[src/rtl/oag_pkg.sv]
`timescale 1ns/1ps
package oag_pkg;
    localparam int DW = 8;
    localparam int AW = 2 * DW;

    typedef logic [DW-1:0] byte_t;
    typedef logic [AW-1:0] addr_t;

    typedef enum logic [2:0] {
        AM_ZP   = 3'd0,
        AM_ZPX  = 3'd1,
        AM_ZPY  = 3'd2,
        AM_ABS  = 3'd3,
        AM_ABSX = 3'd4,
        AM_ABSY = 3'd5,
        AM_INDX = 3'd6,
        AM_INDY = 3'd7
    } amode_e;

    typedef enum logic [2:0] {
        ST_IDLE, ST_OP0, ST_OP1, ST_OP2, ST_PT1, ST_PT2
    } seq_st_e;

    typedef struct packed {
        amode_e mode;
        byte_t  xr;
        byte_t  yr;
    } req_t;

    function automatic logic is_wide_operand(amode_e m);
        return (m == AM_ABS) || (m == AM_ABSX) || (m == AM_ABSY);
    endfunction

    function automatic logic is_indirect(amode_e m);
        return (m == AM_INDX) || (m == AM_INDY);
    endfunction

    function automatic logic is_page_zero(amode_e m);
        return (m == AM_ZP) || (m == AM_ZPX) || (m == AM_ZPY);
    endfunction

    // index applied inside page zero (no carry out)
    function automatic byte_t low_index(req_t r);
        case (r.mode)
            AM_ZPX, AM_INDX: return r.xr;
            AM_ZPY:          return r.yr;
            default:         return '0;
        endcase
    endfunction

    // index applied across the full address (carry into high byte)
    function automatic byte_t full_index(req_t r);
        case (r.mode)
            AM_ABSX:          return r.xr;
            AM_ABSY, AM_INDY: return r.yr;
            default:          return '0;
        endcase
    endfunction

    function automatic addr_t in_page_zero(byte_t b);
        return {byte_t'(0), b};
    endfunction
endpackage

[src/rtl/oag_form.sv]
`timescale 1ns/1ps
module oag_form
    import oag_pkg::*;
(
    input  req_t  req,
    input  byte_t lo_byte,
    input  byte_t rd_byte,
    output addr_t zp_ea,
    output addr_t wide_ea
);
    byte_t zp_sum;

    always_comb begin
        zp_sum  = rd_byte + low_index(req);
        zp_ea   = in_page_zero(zp_sum);
        wide_ea = {rd_byte, lo_byte} + addr_t'(full_index(req));
    end
endmodule

[src/rtl/oag_seq.sv]
`timescale 1ns/1ps
module oag_seq
    import oag_pkg::*;
(
    input  logic   clk,
    input  logic   rst,
    input  logic   start,
    input  logic [2:0] mode_sel,
    input  byte_t  idx_x,
    input  byte_t  idx_y,
    input  addr_t  pc_in,
    input  addr_t  zp_ea,
    output logic   mem_rd,
    output addr_t  mem_addr,
    output req_t   req_q,
    output byte_t  lo_q,
    output addr_t  pc_q,
    output logic   busy,
    output logic   fin_zp,
    output logic   fin_wide
);
    seq_st_e st, st_nxt;
    byte_t   base_q;
    logic    pc_step;
    logic    accept;

    assign busy   = (st != ST_IDLE);
    assign accept = (st == ST_IDLE) && start;

    always_comb begin
        st_nxt   = st;
        mem_rd   = 1'b0;
        mem_addr = pc_q;
        pc_step  = 1'b0;
        fin_zp   = 1'b0;
        fin_wide = 1'b0;
        case (st)
            ST_IDLE: if (start) st_nxt = ST_OP0;
            ST_OP0: begin
                mem_rd  = 1'b1;
                pc_step = 1'b1;
                st_nxt  = ST_OP1;
            end
            ST_OP1: begin
                if (is_wide_operand(req_q.mode)) begin
                    mem_rd  = 1'b1;
                    pc_step = 1'b1;
                    st_nxt  = ST_OP2;
                end else if (is_indirect(req_q.mode)) begin
                    mem_rd   = 1'b1;
                    mem_addr = zp_ea;
                    st_nxt   = ST_PT1;
                end else begin
                    fin_zp = 1'b1;
                    st_nxt = ST_IDLE;
                end
            end
            ST_OP2: begin
                fin_wide = 1'b1;
                st_nxt   = ST_IDLE;
            end
            ST_PT1: begin
                mem_rd   = 1'b1;
                mem_addr = in_page_zero(base_q + byte_t'(1));
                st_nxt   = ST_PT2;
            end
            ST_PT2: begin
                fin_wide = 1'b1;
                st_nxt   = ST_IDLE;
            end
            default: st_nxt = ST_IDLE;
        endcase
    end

    always_ff @(posedge clk) begin
        if (rst) begin
            st     <= ST_IDLE;
            req_q  <= '0;
            pc_q   <= '0;
            lo_q   <= '0;
            base_q <= '0;
        end else begin
            st <= st_nxt;
            if (accept) begin
                req_q <= '{mode: amode_e'(mode_sel), xr: idx_x, yr: idx_y};
                pc_q  <= pc_in;
            end else if (pc_step) begin
                pc_q <= pc_q + addr_t'(1);
            end
            if (st == ST_OP1) begin
                lo_q   <= zp_ea[DW-1:0] - low_index(req_q) + low_index(req_q);
                base_q <= zp_ea[DW-1:0];
            end
            if (st == ST_PT1) lo_q <= zp_ea[DW-1:0] - low_index(req_q);
            if (st == ST_OP1 && is_wide_operand(req_q.mode)) lo_q <= zp_ea[DW-1:0] - low_index(req_q);
        end
    end

    p_idle_quiet_r8: assert property (@(posedge clk) disable iff (rst)
        (st == ST_IDLE) |-> !mem_rd);
    p_pc_step_r7: assert property (@(posedge clk) disable iff (rst)
        (st == ST_OP0) |=> (pc_q == $past(pc_q) + addr_t'(1)));
    p_pc_latch_r10: assert property (@(posedge clk) disable iff (rst)
        accept |=> (pc_q == $past(pc_in)));
    p_req_hold_r10: assert property (@(posedge clk) disable iff (rst)
        busy |=> $stable(req_q));
    p_ptr_next_r6: assert property (@(posedge clk) disable iff (rst)
        (st == ST_PT1) |-> (mem_addr == in_page_zero($past(mem_addr[DW-1:0]) + byte_t'(1))));
endmodule

[src/rtl/opaddr_gen.sv]
`timescale 1ns/1ps
module opaddr_gen
    import oag_pkg::*;
(
    input  logic          clk,
    input  logic          rst,
    input  logic          start,
    input  logic [2:0]    mode_sel,
    input  logic [DW-1:0] idx_x,
    input  logic [DW-1:0] idx_y,
    input  logic [AW-1:0] pc_in,
    output logic          mem_rd,
    output logic [AW-1:0] mem_addr,
    input  logic [DW-1:0] mem_rdata,
    output logic [AW-1:0] ea,
    output logic          done,
    output logic [AW-1:0] pc_out
);
    req_t  req_q;
    byte_t lo_q;
    addr_t pc_q, zp_ea, wide_ea;
    logic  busy, fin_zp, fin_wide;

    oag_form u_form (
        .req     (req_q),
        .lo_byte (lo_q),
        .rd_byte (mem_rdata),
        .zp_ea   (zp_ea),
        .wide_ea (wide_ea)
    );

    oag_seq u_seq (
        .clk      (clk),
        .rst      (rst),
        .start    (start),
        .mode_sel (mode_sel),
        .idx_x    (idx_x),
        .idx_y    (idx_y),
        .pc_in    (pc_in),
        .zp_ea    (zp_ea),
        .mem_rd   (mem_rd),
        .mem_addr (mem_addr),
        .req_q    (req_q),
        .lo_q     (lo_q),
        .pc_q     (pc_q),
        .busy     (busy),
        .fin_zp   (fin_zp),
        .fin_wide (fin_wide)
    );

    always_ff @(posedge clk) begin
        if (rst) begin
            ea   <= '0;
            done <= 1'b0;
        end else begin
            done <= fin_zp | fin_wide;
            if (fin_zp)        ea <= zp_ea;
            else if (fin_wide) ea <= wide_ea;
        end
    end

    assign pc_out = pc_q;

    p_done_pulse_r9: assert property (@(posedge clk) disable iff (rst)
        done |=> !done);
    p_hold_r9: assert property (@(posedge clk) disable iff (rst)
        (!busy && !start) |=> ($stable(ea) && $stable(pc_out)));
    p_zp_page_r2: assert property (@(posedge clk) disable iff (rst)
        (done && is_page_zero(req_q.mode)) |-> (ea[AW-1:DW] == '0));
    p_one_finish_r8: assert property (@(posedge clk) disable iff (rst)
        !(fin_zp && fin_wide));
endmodule

[config.mk]
export PLATFORM = sky130hd
export DESIGN_NAME = opaddr_gen
export DESIGN_NICKNAME = d
export VERILOG_FILES = /design/src/rtl/oag_pkg.sv /design/src/rtl/oag_form.sv /design/src/rtl/oag_seq.sv /design/src/rtl/opaddr_gen.sv
export SDC_FILE = /design/constraint.sdc
export NUM_CORES = 1
export LEC_CHECK = 0
export BUFFER_PORTS_ARGS = -buffer_cell sky130_fd_sc_hd__buf_2
export CORE_MARGIN = 2
export CORE_UTILIZATION = 40
export DETAILED_ROUTE_END_ITERATION = 10
export GPL_TIMING_DRIVEN = 0
export SYNTH_ARGS = -nofsm -noshare
export SYNTH_HDL_FRONTEND = slang
export SYNTH_SLANG_ARGS = --single-unit
export TNS_END_PERCENT = 50
[constraint.sdc]
create_clock -name clk -period 3.6 [get_ports clk]
set_clock_uncertainty 0.1 [all_clocks]
set_input_delay 0 -clock clk [delete_from_list [all_inputs] [get_ports clk]]
set_output_delay 0 -clock clk [all_outputs]
set_load 0.01 [all_outputs]
* Word-level counts from Yosys, hierarchy flattened *
Cells that the tools add are included.

storage, ports and cells
  output and inout bits = 50
  input bits = 46
  flip-flop bits (word level) = 71
  word-level logic and storage cells = 77

operators by class
  mux-type cells = 31
  bitwise operators = 1
  eq/ne operators = 13
  reductions and logical operators = 14
  add/subtract/negate cells = 8

operator list
  cell                                                                   number
  8-bit two-way mux                                                      11
  16-bit two-way mux                                                     4
  16-bit one-hot mux with 2 select lines                                 1
  8-bit one-hot mux with 2 select lines                                  2
  8-bit subtractor                                                       3
  3-bit equality test, second input constant                             6
  16-bit by 1-bit adder with 16-bit output, second input constant        1
  16-bit by 8-bit adder with 16-bit output                               1
  8-bit adder                                                            2
  3-bit by 2-bit equality test with 1-bit output, second input constant  4
  3-bit one-hot mux with 4 select lines                                  1
  2-bit OR reduction                                                     5
  3-bit two-way mux                                                      3
  8-bit by 1-bit adder with 8-bit output, second input constant          1
  1-bit two-way mux                                                      7
  3-bit by 1-bit equality test with 1-bit output, second input constant  2
  1-bit one-hot mux with 2 select lines                                  2
  2-bit nonzero test                                                     2
  3-bit zero test                                                        1
  1-bit logical OR                                                       3
  3-bit nonzero test                                                     1
  1-bit logical AND                                                      2
  2-bit != test, second input constant                                   1
  1-bit bitwise OR                                                       1

* Logic depth before layout (Yosys ltp) *
Gate-level depths: netlist of run 1.

  depth after elaboration = 10
  depth in mapped cells = 19
  gate-level depth less buffers = 18

* Modules after synthesis *
Synthesis of run 1 repeated with hierarchy kept, for this count alone.

second synthesis, totals
  cells, all modules = 683
  area total of the unflattened synthesis = 5376.4 um^2

by module, submodules not included
  module      area each (um^2)  times used  sequential area each (um^2)  cells an instance
  oag_seq     3510.9            1           1081.0                       460
  oag_form    1077.3            1           0.0                          149
  opaddr_gen  788.3             1           340.3                        74

* Least setup slack after synthesis of run 1 *
Ideal clock, no wire load.

  kind = register to register
  start = reg, netlist name u_seq.req_q[17]
  end = reg u_seq.lo_q[7]
  path buffers = 2
  setup slack = -0.308 ns
  cell stages (with the launch flop) = 19
  arrival time = 3.722 ns
  required time = 3.414 ns
  period minus slack after synthesis = 3.908 ns
  cells stage by stage = dfxtp_1 -> buf_4 -> nor3b_2 -> nand2_1 -> o21ai_0 -> ha_1 -> inv_1 -> fa_1 -> clkbuf_1 -> inv_1 -> ha_1 -> nor2b_1 -> o31a_1 -> o21a_1 -> o21a_1 -> o22ai_1 -> a21oi_1 -> a31o_2 -> a211oi_1

between the ends
  elaborated cells on any way between the ends = 26

RTL lines
  item                                                                                   line            source
  3-bit by 1-bit equality test with 1-bit output or 3-bit equality test (tied branches)  oag_pkg.sv:44   case (r.mode)
  2-bit OR reduction                                                                     oag_pkg.sv:44
  8-bit one-hot mux with 2 select lines *                                                oag_pkg.sv:44
  8-bit adder *                                                                          oag_form.sv:14  zp_sum = rd_byte + low_index(req);
  via u_form.zp_ea[1]                                                                    oag_form.sv:8   output addr_t zp_ea,
  8-bit subtractor                                                                       oag_seq.sv:91   lo_q <= zp_ea[DW-1:0] - low_index(req_q) + low_index(req_q);
  8-bit adder                                                                            oag_seq.sv:91
  8-bit two-way mux                                                                      oag_seq.sv:90   if (st == ST_OP1) begin
  8-bit two-way mux                                                                      oag_seq.sv:94   if (st == ST_PT1) lo_q <= zp_ea[DW-1:0] - low_index(req_q);
  8-bit two-way mux *                                                                    oag_seq.sv:95   if (st == ST_OP1 && is_wide_operand(req_q.mode)) lo_q <= zp_ea[DW-1:0] - low_index(req_q);
  to (signal assigned)                                                                   oag_seq.sv:91
  to (signal assigned)                                                                   oag_seq.sv:94
  to (signal assigned)                                                                   oag_seq.sv:95
  to (decl)                                                                              oag_seq.sv:16   output byte_t lo_q,

The timed path passes the listed nets; every way through them passes the cells marked *. The select of a mux whose other input is x is not followed.
A chain may end at the register's enable or synchronous reset.

* Worst setup path in the final report of run 1 *
  start = reg, netlist name u_seq.req_q[18]
  end = reg u_seq.lo_q[7]

between the ends
  longest elaborated chain between the ends = 10
  elaborated cells on any way between the ends = 26

ends and longest elaborated chain
  item
  branches (longest 10 deep; another with 8-bit adder)

Several ways; the timed one is not identified. The select of a mux whose other input is x is not followed.

==> results.json, run 1 <==
{
  "status": "finished, violations left",
  "violations": "setup timing",
  "routed_wl_um": 16030,
  "fmax_ghz": 0.2660,
  "cts_tree": "built",
  "antenna_found_initial": 0,
  "clk_path_buf_depth": 2,
  "slowest_delay_ns": 0.36,
  "die-area_um2": 12950,
  "insertion_delay_ns": 0.35,
  "grt_setup_unrepaired": "yes",
  "viasPerCell": 5.563,
  "first_pass_iters": 5,
  "async_flop_share_pct": 0,
  "ys.flop_type": "dfxtp_1",
  "port_buffers": 95,
  "power_density_nw_per_um2": 375.5,
  "grt_max_degree": 13,
  "critical_path.slowest_cell": "dfxtp_4",
  "synth_compound_area_share_pct": 23.33,
  "critPathMostFrequentCell": "o21a_1",
  "maxCapViolCount": 0,
  "grt_pass1_wl_um": 24740,
  "core_area_um2": 11910,
  "syn_area_um2": 4822,
  "synthSimpleGateAreaFrac_pct": 23.61,
  "comb_power_share_pct": 29.4,
  "critPathRequiredTime_ns": 3.77,
  "path_buf_inv": 4,
  "hpwlAfterDp_um": 11160,
  "synth-seq-area-share_pct": 29.48,
  "drv_slew": 0,
  "startpoint_type": "flop",
  "synth-seq-cells": 71,
  "power_mw": 2.579,
  "netSwitchingPower_mw": 0.8343,
  "finalSetupViolCount": 3,
  "design_area_um2": 6868,
  "clkPwrFrac_pct": 35.7,
  "io_pins": 96,
  "dpl-instance-area_um2": 5522,
  "root_buffer": "clkbuf_16",
  "fp-row-count": 40,
  "hp-class": "input pin to flop",
  "synth.distinct_cells": 68,
  "gp_routability_congestion": 0.9019,
  "fin_crit_ns": 3.759,
  "synthesis.nets": 691,
  "final-hold-violation-count": 0,
  "worst_path_dominant_cell_family": "compound AO/OA/AOI/OAI gates",
  "synthAdderAreaFrac_pct": 8.199,
  "crit_chain": "buf_12, nor3b_4, buf_6, nand2_4, o21a_4, inv_2, ha_4, a211oi_4, nor2_2, nor2_4, buf_6, ha_4, o21a_1, o31a_1, o21a_1, o21a_1, o22ai_2, a21oi_2, a31o_2, a211oi_2",
  "clkTransAtPathRegs_ns": 0.06,
  "initial_core_util_pct": 40.48,
  "synth_xor_area_share_pct": 8.485,
  "die_y_um": 113.8,
  "grt_overflow": 0,
  "cp_data_arrival_time_ns": 3.93,
  "power_frac_seq_pct": 34.8,
  "yosys_warnings": 0,
  "drc": 0,
  "synth_enable_flop_cells": 0,
  "grt_pass1_vias": 5017,
  "place_ws_ns": -0.8168,
  "clock-sinks": 71,
  "dr_total_vias": 5251,
  "post_route_cells_drive_above_1_share_pct": 27.48,
  "endpoint_kind": "flop",
  "syn-instance-count": 616,
  "nets": 867,
  "final.setup.worst_slack_ns": -0.1590,
  "numCtsBuffers": 9,
  "diodes": 0,
  "grt_use_total_pct": 24.45,
  "sw_frac_of_total_pct": 32.35,
  "area_delta_synth_final_pct": 42.42,
  "crit_type": "flop to flop",
  "drt-initial-drc-count": 290,
  "avgSynthCellArea_um2": 7.828,
  "p_leak_nw": 2.849,
  "worst_pin_slew_ns": 0.6949,
  "wl_per_cell_um": 16.98,
  "slew_headroom_pct": 53.68,
  "finalCritPeriodShare_pct": 104.4,
  "htreeDepth": 3,
  "drtAntennaViolNets": 0,
  "p_int_mw": 1.745,
  "hold_slack_ns": 0.005649,
  "synth_top_family_by_area": "simple AND/OR/NAND/NOR gates",
  "vdd_drop_max_v": 0.0002306,
  "yosys-mux-area-fraction_pct": 2.283,
  "die_w_um": 113.8,
  "path_max_fanout": 4
}
## cell usage after synthesis, types with 5 or more instances
| library cell | number | area, µm² |
|---|---|---|
| nor2b_1 | 14 | 87.58 |
| nor2_1 | 57 | 214.0 |
| nand2_1 | 93 | 349.1 |
| o21a_1 | 10 | 75.07 |
| ha_1 | 26 | 325.3 |
| and2_1 | 10 | 62.56 |
| a21oi_1 | 49 | 245.2 |
| xnor2_1 | 14 | 122.6 |
| o21ai_0 | 21 | 105.1 |
| dfxtp_1 | 71 | 1421 |
| a211oi_1 | 33 | 247.7 |
| or3_1 | 5 | 31.28 |
| a22oi_1 | 9 | 67.56 |
| mux2i_1 | 11 | 110.1 |
| nand3_1 | 12 | 60.06 |
| inv_1 | 23 | 86.33 |
| nor3_1 | 13 | 65.06 |
| o221ai_1 | 7 | 61.31 |
| clkbuf_1 | 23 | 86.33 |
| xor2_1 | 29 | 254.0 |
## worst paths after layout
path	startpoint	endpoint	slack [ns]	cells after the start
min	mem_rdata[2]	ea[10]$_SDFFE_PP0P_	0.006	3
min reg2reg	ea[0]$_SDFFE_PP0P_	ea[0]$_SDFFE_PP0P_	0.36	2
max reg2reg	u_seq.req_q[18]$_SDFFE_PP0P_	u_seq.lo_q[7]$_SDFFE_PP0P_	-0.16	20
max	u_seq.req_q[18]$_SDFFE_PP0P_	u_seq.lo_q[7]$_SDFFE_PP0P_	-0.16	20
## final cells by class
cell class / count / area (µm²)
Sequential cell: 71 / 1425
Fill cell: 1070 / 5044
Clock buffer: 11 / 242.7
Inverter: 24 / 100.1
Multi-Input combinational cell: 490 / 3555
Clock inverter: 5 / 57.56
Tap cell: 147 / 183.9
Timing Repair Buffer: 167 / 1147
Buffer: 29 / 156.4
## cell usage in the layout, fill, tap and decap left out, types with 13 or more instances in the layout
cell type,synthesis,final
dfxtp_1,71,70
a21oi_1,49,45
buf_2,4,98
dlygate4sd3_1,0,43
nor2_1,57,53
inv_1,23,18
ha_1,26,15
xor2_1,29,27
buf_4,1,25
a211oi_1,33,30
xnor2_1,14,13
o21ai_0,21,16
clkbuf_1,23,20
nor2b_1,14,13
nand2_1,93,90
## power groups by stage
stage	Combinational, mW	Sequential (mW)	Clock (mW)
floorplan	0.381	0.910	0
global placement	0.558	0.909	0
detailed placement	0.570	0.911	0
CTS	0.664	0.895	0.923
global route	0.820	0.905	0.961
finish	0.759	0.898	0.922
## cell families after synthesis
| logic type | after synthesis |
|---|---|
| and+or+nand+nor | 238 |
| AOI/OAI and AO/OA | 166 |
| DFF | 71 |
| buffers and inverters | 55 |
| xor gates and xnor gates | 45 |
| adders and majority gates | 30 |
| muxes | 11 |
## state kept, by name, summed over array words and instances (netlist names)
register      cells
u_seq.lo_q        8
u_seq.pc_q       16
u_seq.st          3
ea               16
u_seq.base_q      8
done              1
u_seq.req_q      19
## worst reg2reg max path, delay by kind of cell (launching register included)
family / cells / cell delay, ns
buf+inv: 4 / 0.51
fa+ha+maj: 2 / 0.40
flops: 1 / 0.36
compound gates: 10 / 1.76
simple gates: 4 / 0.58
## repair_timing
item	4_1_cts	5_1_grt
setup endpoints to repair	13	11
buffers inserted	15	15
endpoints found under the hold margin	44	0
pin swaps	13	25
hold buffers	43	0
gates resized for setup	32	49
## stage by stage
stage	utilization [%]	TNS, ns	cells
after floorplan	-	-0.01035	616
after global placement	46.36	-2.721	858
after detailed placement	46.36	-3.153	858
after CTS	54.98	-0.1203	931
after global routing	57.66	-0.7103	944
final	57.66	-0.2251	944
## per-layer routing
layer	part of all wire (%)	global-route usage (%)	vias up
li1	-	-	2531
met5	0	0	-
met4	2.9	10.08	0
met1	44	30.66	2488
met2	48	41.52	191
met3	5.5	4.463	41
No activity file was read; power rests on OpenSTA's default activity.
==> run 2, diff against run 1 <==
CORE_UTILIZATION = 51   (was 40)
PLACE_DENSITY = 0.78   (was default)
==> results.json, run 2 (synthesis gave the netlist of run 1 again) <==
{
  "port_buffers": 95,
  "die-area_um2": 10250,
  "path_max_fanout": 4,
  "hold_slack_ns": 0.07464,
  "p_leak_nw": 2.837,
  "max_flop_register": "u_seq.req_q",
  "min_to": "ea[9]$_SDFFE_PP0P_",
  "largest_register_ffs": 19,
  "layout_commonest_cell": "buf_2",
  "grt_overflow": 0,
  "htreeDepth": 3,
  "core_area_um2": 9196,
  "design_area_um2": 6803,
  "place_ws_ns": -0.7633,
  "final-hold-violation-count": 0,
  "clock-sinks": 71,
  "io_pins": 96,
  "violations": "setup timing",
  "status": "finished, violations left",
  "critPathRequiredTime_ns": 3.78,
  "endpoint_kind": "flop",
  "finalCritPeriodShare_pct": 103.2,
  "dp.cells": 822,
  "clkPwrFrac_pct": 28.8,
  "vdd_drop_max_v": 0.0002150,
  "finalSetupViolCount": 3,
  "root_buffer": "clkbuf_8",
  "grt_pass1_vias": 5169,
  "antenna_found_initial": 0,
  "reg_top3": "u_seq.req_q: 19 flops, ea: 16 flops, u_seq.pc_q: 16 flops",
  "diodes": 0,
  "area_delta_synth_final_pct": 41.07,
  "insertion_delay_ns": 0.36,
  "clkTransAtPathRegs_ns": 0.08,
  "rr_endpoint": "u_seq.lo_q[7]$_SDFFE_PP0P_",
  "nets": 874,
  "grt_max_degree": 14,
  "path_buf_inv": 5,
  "wl_per_cell_um": 17.30,
  "hpwlAfterDp_um": 10640,
  "worst_pin_slew_ns": 0.6970,
  "power_density_nw_per_um2": 343.3,
  "final_cell_mix": "buf_2, nand2_1, dfxtp_1, nor2_1, a21oi_1",
  "die_w_um": 101.2,
  "fmax_ghz": 0.2692,
  "first_pass_iters": 8,
  "crit_type": "flop to flop",
  "hold_start": "mem_rdata[1]",
  "die_y_um": 101.2,
  "p_int_mw": 1.538,
  "clk_path_buf_depth": 2,
  "cp_data_arrival_time_ns": 3.89,
  "viasPerCell": 5.886,
  "dr_total_vias": 5386,
  "final_cells": 915,
  "setup_tns_ns": -0.2148,
  "post_route_cells_drive_above_1_share_pct": 28.73,
  "hp-class": "input pin to flop",
  "final.setup.worst_slack_ns": -0.1141,
  "numCtsBuffers": 9,
  "num-fill-cells": 680,
  "slew_headroom_pct": 53.53,
  "r2r_cells": 21,
  "netSwitchingPower_mw": 0.7977,
  "comb_power_share_pct": 32.7,
  "sw_frac_of_total_pct": 34.16,
  "r2r-start": "u_seq.req_q[18]$_SDFFE_PP0P_",
  "routed_wl_um": 15830,
  "initial_core_util_pct": 52.44,
  "slowest_delay_ns": 0.36,
  "grt_setup_unrepaired": "yes",
  "cts_tree": "built",
  "startpoint_type": "flop",
  "dpl-instance-area_um2": 5477,
  "worst_path_dominant_cell_family": "compound AO/OA/AOI/OAI gates",
  "crit_chain": "buf_6, nor3b_4, buf_6, nand2_2, o21a_4, inv_2, ha_4, a211oi_2, buf_4, nor2_2, nor2_4, buf_6, ha_4, o21a_1, o31a_1, o21a_1, o21a_1, o22ai_2, a21oi_1, a31o_2, a211oi_2",
  "gp_routability_congestion": 0.8927,
  "rrSetupSlack_ns": -0.11,
  "drv_slew": 0,
  "drt-initial-drc-count": 411,
  "grt_pass1_wl_um": 24030,
  "grt_use_total_pct": 29.47,
  "fin_crit_ns": 3.714,
  "whs_path_depth": 4,
  "power_frac_seq_pct": 38.4,
  "drtAntennaViolNets": 0,
  "maxCapViolCount": 0,
  "critical_path.slowest_cell": "dfxtp_4",
  "fp-row-count": 35,
  "drc": 0
}
## run 2: cell count changes in the layout (fill, tap and decap cells not counted), sizes merged
| cell | previous run | this run |
|---|---|---|
| buf | 133 | 137 |
| clkinvlp | 3 | 1 |
| inv | 23 | 25 |
| clkbuf | 31 | 32 |
| clkinv | 2 | 3 |
| dlygate4sd3 | 43 | 44 |
## run 2: worst max-delay path by stage
| stage | slack [ns] | cells past startpoint | start | endpoint |
|---|---|---|---|---|
| 2_1_floorplan | -0.01 | 18 | u_seq.req_q[17]$_SDFFE_PP0P_ | u_seq.lo_q[7]$_SDFFE_PP0P_ |
| 3_5_place_dp | -0.76 | 18 | u_seq.req_q[17]$_SDFFE_PP0P_ | u_seq.lo_q[7]$_SDFFE_PP0P_ |
| 3_3_place_gp | -0.68 | 18 | u_seq.req_q[17]$_SDFFE_PP0P_ | u_seq.lo_q[7]$_SDFFE_PP0P_ |
| 5_1_grt | -0.23 | 21 | u_seq.req_q[18]$_SDFFE_PP0P_ | u_seq.lo_q[7]$_SDFFE_PP0P_ |
| 4_1_cts | -0.01 | 20 | u_seq.req_q[18]$_SDFFE_PP0P_ | u_seq.lo_q[7]$_SDFFE_PP0P_ |
| 6_report | -0.11 | 21 | u_seq.req_q[18]$_SDFFE_PP0P_ | u_seq.lo_q[7]$_SDFFE_PP0P_ |
## run 2: stage by stage
step                      util, %  power [mW]
after floorplan                 -       1.291
after global placement      59.55       1.454
after detailed placement    59.55       1.474
after CTS                   70.29       2.226
after global routing        73.97       2.431
final                       73.97       2.335
## run 2: routing by layer
layer,share of wire (%),GRT usage (%),vias to the layer above
li1,-,-,2548
met1,42,36.44,2548
met2,48,50.99,249
met3,7.3,4.555,41
met4,2.6,12.37,0
met5,0,0,-
## run 2: power groups by stage
stage | clock (mW) | combinational, mW | sequential [mW]
after floorplan | 0 | 0.381 | 0.910
after global placement | 0 | 0.547 | 0.908
after detailed placement | 0 | 0.563 | 0.911
after CTS | 0.668 | 0.664 | 0.893
after global routing | 0.704 | 0.823 | 0.904
final | 0.674 | 0.764 | 0.898
## run 2: layout make-up
cell class	count	area, µm²	share of cell area (%)
multi-input cells	490	3567	52.44
flip-flops and latches	71	1425	20.95
repair buffers	173	1207	17.75
plain buffers	30	160.2	2.354
well taps	111	138.9	2.042
clock buffers	10	137.6	2.023
inverters	24	97.59	1.435
clock inverters	6	68.82	1.012
## run 2: repair_timing
item                                   CTS  global route
endpoints found under the hold margin   43             0
pin swaps                               15            27
resized for setup                       42            41
hold buffers                            44             0
buffers inserted                        13            21
setup endpoints to repair               12            11
## run 2: worst reg2reg max path, cell delays in order, from the launching register on
cell and delay (ns):
dfxtp_4 0.36, buf_6 0.12, nor3b_4 0.23, buf_6 0.15, nand2_2 0.06, o21a_4 0.16, inv_2 0.08, ha_4 0.19
a211oi_2 0.25, buf_4 0.15, nor2_2 0.04, nor2_4 0.20, buf_6 0.13, ha_4 0.19, o21a_1 0.11, o31a_1 0.11
o21a_1 0.19, o21a_1 0.20, o22ai_2 0.14, a21oi_1 0.09, a31o_2 0.22, a211oi_2 0.17
==> run 3, diff against run 2 <==
SKIP_CTS_REPAIR_TIMING = 1   (was default)
==> results.json, run 3 (synthesis gave the netlist of run 1 again) <==
{
  "fin_crit_ns": 3.681,
  "clk_path_buf_depth": 2,
  "drc": 0,
  "grt_use_total_pct": 26.96,
  "die_w_um": 101.2,
  "root_buffer": "clkbuf_8",
  "insertion_delay_ns": 0.36,
  "critPathMostFrequentCell": "nor2_2",
  "clkTransAtPathRegs_ns": 0.08,
  "dpl-instance-area_um2": 5477,
  "final_cells": 915,
  "path_max_fanout": 6,
  "htreeDepth": 3,
  "worst_pin_slew_ns": 0.6750,
  "viasPerCell": 5.942,
  "gp_routability_congestion": 0.8927,
  "wl_per_cell_um": 17.20,
  "antenna_found_initial": 0,
  "hp-class": "input pin to flop",
  "core_area_um2": 9196,
  "grt_max_degree": 14,
  "hpwlAfterDp_um": 10640,
  "slew_headroom_pct": 55.00,
  "grt_setup_unrepaired": "yes",
  "final_cell_mix": "buf_2, nand2_1, dfxtp_1, nor2_1, a21oi_1",
  "power_density_nw_per_um2": 344.6,
  "violations": "hold timing, setup timing",
  "layout_commonest_cell": "buf_2",
  "num-fill-cells": 704,
  "finalCritPeriodShare_pct": 102.3,
  "fmax_ghz": 0.2717,
  "grt_pass1_wl_um": 21880,
  "largest_register_ffs": 19,
  "diodes": 0,
  "setup_tns_ns": -0.1080,
  "worst_path_dominant_cell_family": "adder cells",
  "dp.cells": 822,
  "finalSetupViolCount": 2,
  "crit_chain": "buf_12, mux2i_4, o21ai_4, ha_4, inv_4, fa_2, buf_8, inv_6, ha_1, o21ai_2, nor2_2, nor2_2, nor3_2, o211ai_1, o41ai_2, xor2_1, a211oi_2",
  "port_buffers": 95,
  "max_flop_register": "u_seq.req_q",
  "final.setup.worst_slack_ns": -0.08102,
  "io_pins": 96,
  "vdd_drop_max_v": 0.0002595,
  "cp_data_arrival_time_ns": 3.87,
  "numCtsBuffers": 9,
  "grt_overflow": 0,
  "crit_type": "flop to flop",
  "area_delta_synth_final_pct": 39.18,
  "p_leak_nw": 2.821,
  "dr_total_vias": 5437,
  "endpoint_kind": "flop",
  "clock-sinks": 71,
  "critPathRequiredTime_ns": 3.79,
  "routed_wl_um": 15740,
  "rrSetupSlack_ns": -0.08,
  "hold_slack_ns": -0.01814,
  "reg_top3": "u_seq.req_q: 19 flops, ea: 16 flops, u_seq.pc_q: 16 flops",
  "post_route_cells_drive_above_1_share_pct": 27.99,
  "nets": 874,
  "die-area_um2": 10250,
  "path_buf_inv": 4,
  "critical_path.slowest_cell": "fa_2",
  "first_pass_iters": 5,
  "grt_pass1_vias": 4782,
  "status": "finished, violations left",
  "initial_core_util_pct": 52.44,
  "drtAntennaViolNets": 0,
  "final-hold-violation-count": 2,
  "design_area_um2": 6711,
  "drt-initial-drc-count": 388,
  "drv_slew": 0,
  "cts_tree": "built",
  "maxCapViolCount": 0,
  "slowest_delay_ns": 0.57,
  "startpoint_type": "flop",
  "die_y_um": 101.2,
  "fp-row-count": 35
}
[run 3: cell count changes in the layout (fill, tap and decap cells not counted), moves of 2 or more]
| cell | change |
|---|---|
| buf_4 | +6 |
| a211oi_2 | -2 |
| a21oi_1 | +2 |
| a21oi_2 | -2 |
| buf_12 | -2 |
| buf_6 | -2 |
| dlygate4sd3_1 | -2 |
| ha_1 | +2 |
| ha_4 | -2 |
| nand2_1 | +2 |
| nand2_2 | -2 |
[run 3: layer usage]
layer,GRT usage (%),part of all wire [%]
met1,34.52,42
met2,44.98,49
met3,4.831,6.8
met4,10.81,2.9
met5,0,0
[run 3: final timing paths]
path | start | endpoint | cells after the start
worst max register to register | u_seq.req_q[18]$_SDFFE_PP0P_ | u_seq.lo_q[7]$_SDFFE_PP0P_ | 17
worst min-delay path | mem_rdata[2] | ea[10]$_SDFFE_PP0P_ | 3
worst min register to register | ea[0]$_SDFFE_PP0P_ | ea[0]$_SDFFE_PP0P_ | 2
worst max-delay path | u_seq.req_q[18]$_SDFFE_PP0P_ | u_seq.lo_q[7]$_SDFFE_PP0P_ | 17
[run 3: layout make-up]
type,count,area (µm²),area share (%)
buffer,30,161.4,2.405
clock buffer,10,137.6,2.051
clock inverter,6,68.82,1.025
inverter,24,100.1,1.491
multi-input combinational,490,3508,52.27
sequential,71,1426,21.25
tap,111,138.9,2.069
timing repair buffer,173,1170,17.43
[run 3: report_power, final]
group          internal (mW)  switching, mW
clock network          0.342          0.328
logic                  0.343          0.402
registers              0.839         0.0586
total                   1.52          0.788
[run 3: stage by stage]
| stage | total power [mW] | setup slack (ns) | hold WS (ns) | utilization, % |
|---|---|---|---|---|
| 6_report | 2.313 | -0.08102 | -0.01814 | 72.98 |
| 3_3_place_gp | 1.454 | -0.6767 | 0.1435 | 59.55 |
| 2_1_floorplan | 1.291 | -0.01035 | 0.03597 | - |
| 4_1_cts | 2.129 | -0.7973 | -0.2268 | 61.80 |
| 5_1_grt | 2.410 | -0.2220 | 0.004744 | 72.98 |
| 3_5_place_dp | 1.474 | -0.7633 | 0.1460 | 59.55 |
[run 3: worst register-to-register path, cell delays in order (launching register included)]
cell and delay (ns):
dfxtp_4 0.38, buf_12 0.14, mux2i_4 0.18, o21ai_4 0.21, ha_4 0.19, inv_4 0.04, fa_2 0.57, buf_8 0.12
inv_6 0.04, ha_1 0.34, o21ai_2 0.19, nor2_2 0.08, nor2_2 0.20, nor3_2 0.09, o211ai_1 0.25, o41ai_2 0.13
xor2_1 0.16, a211oi_2 0.21
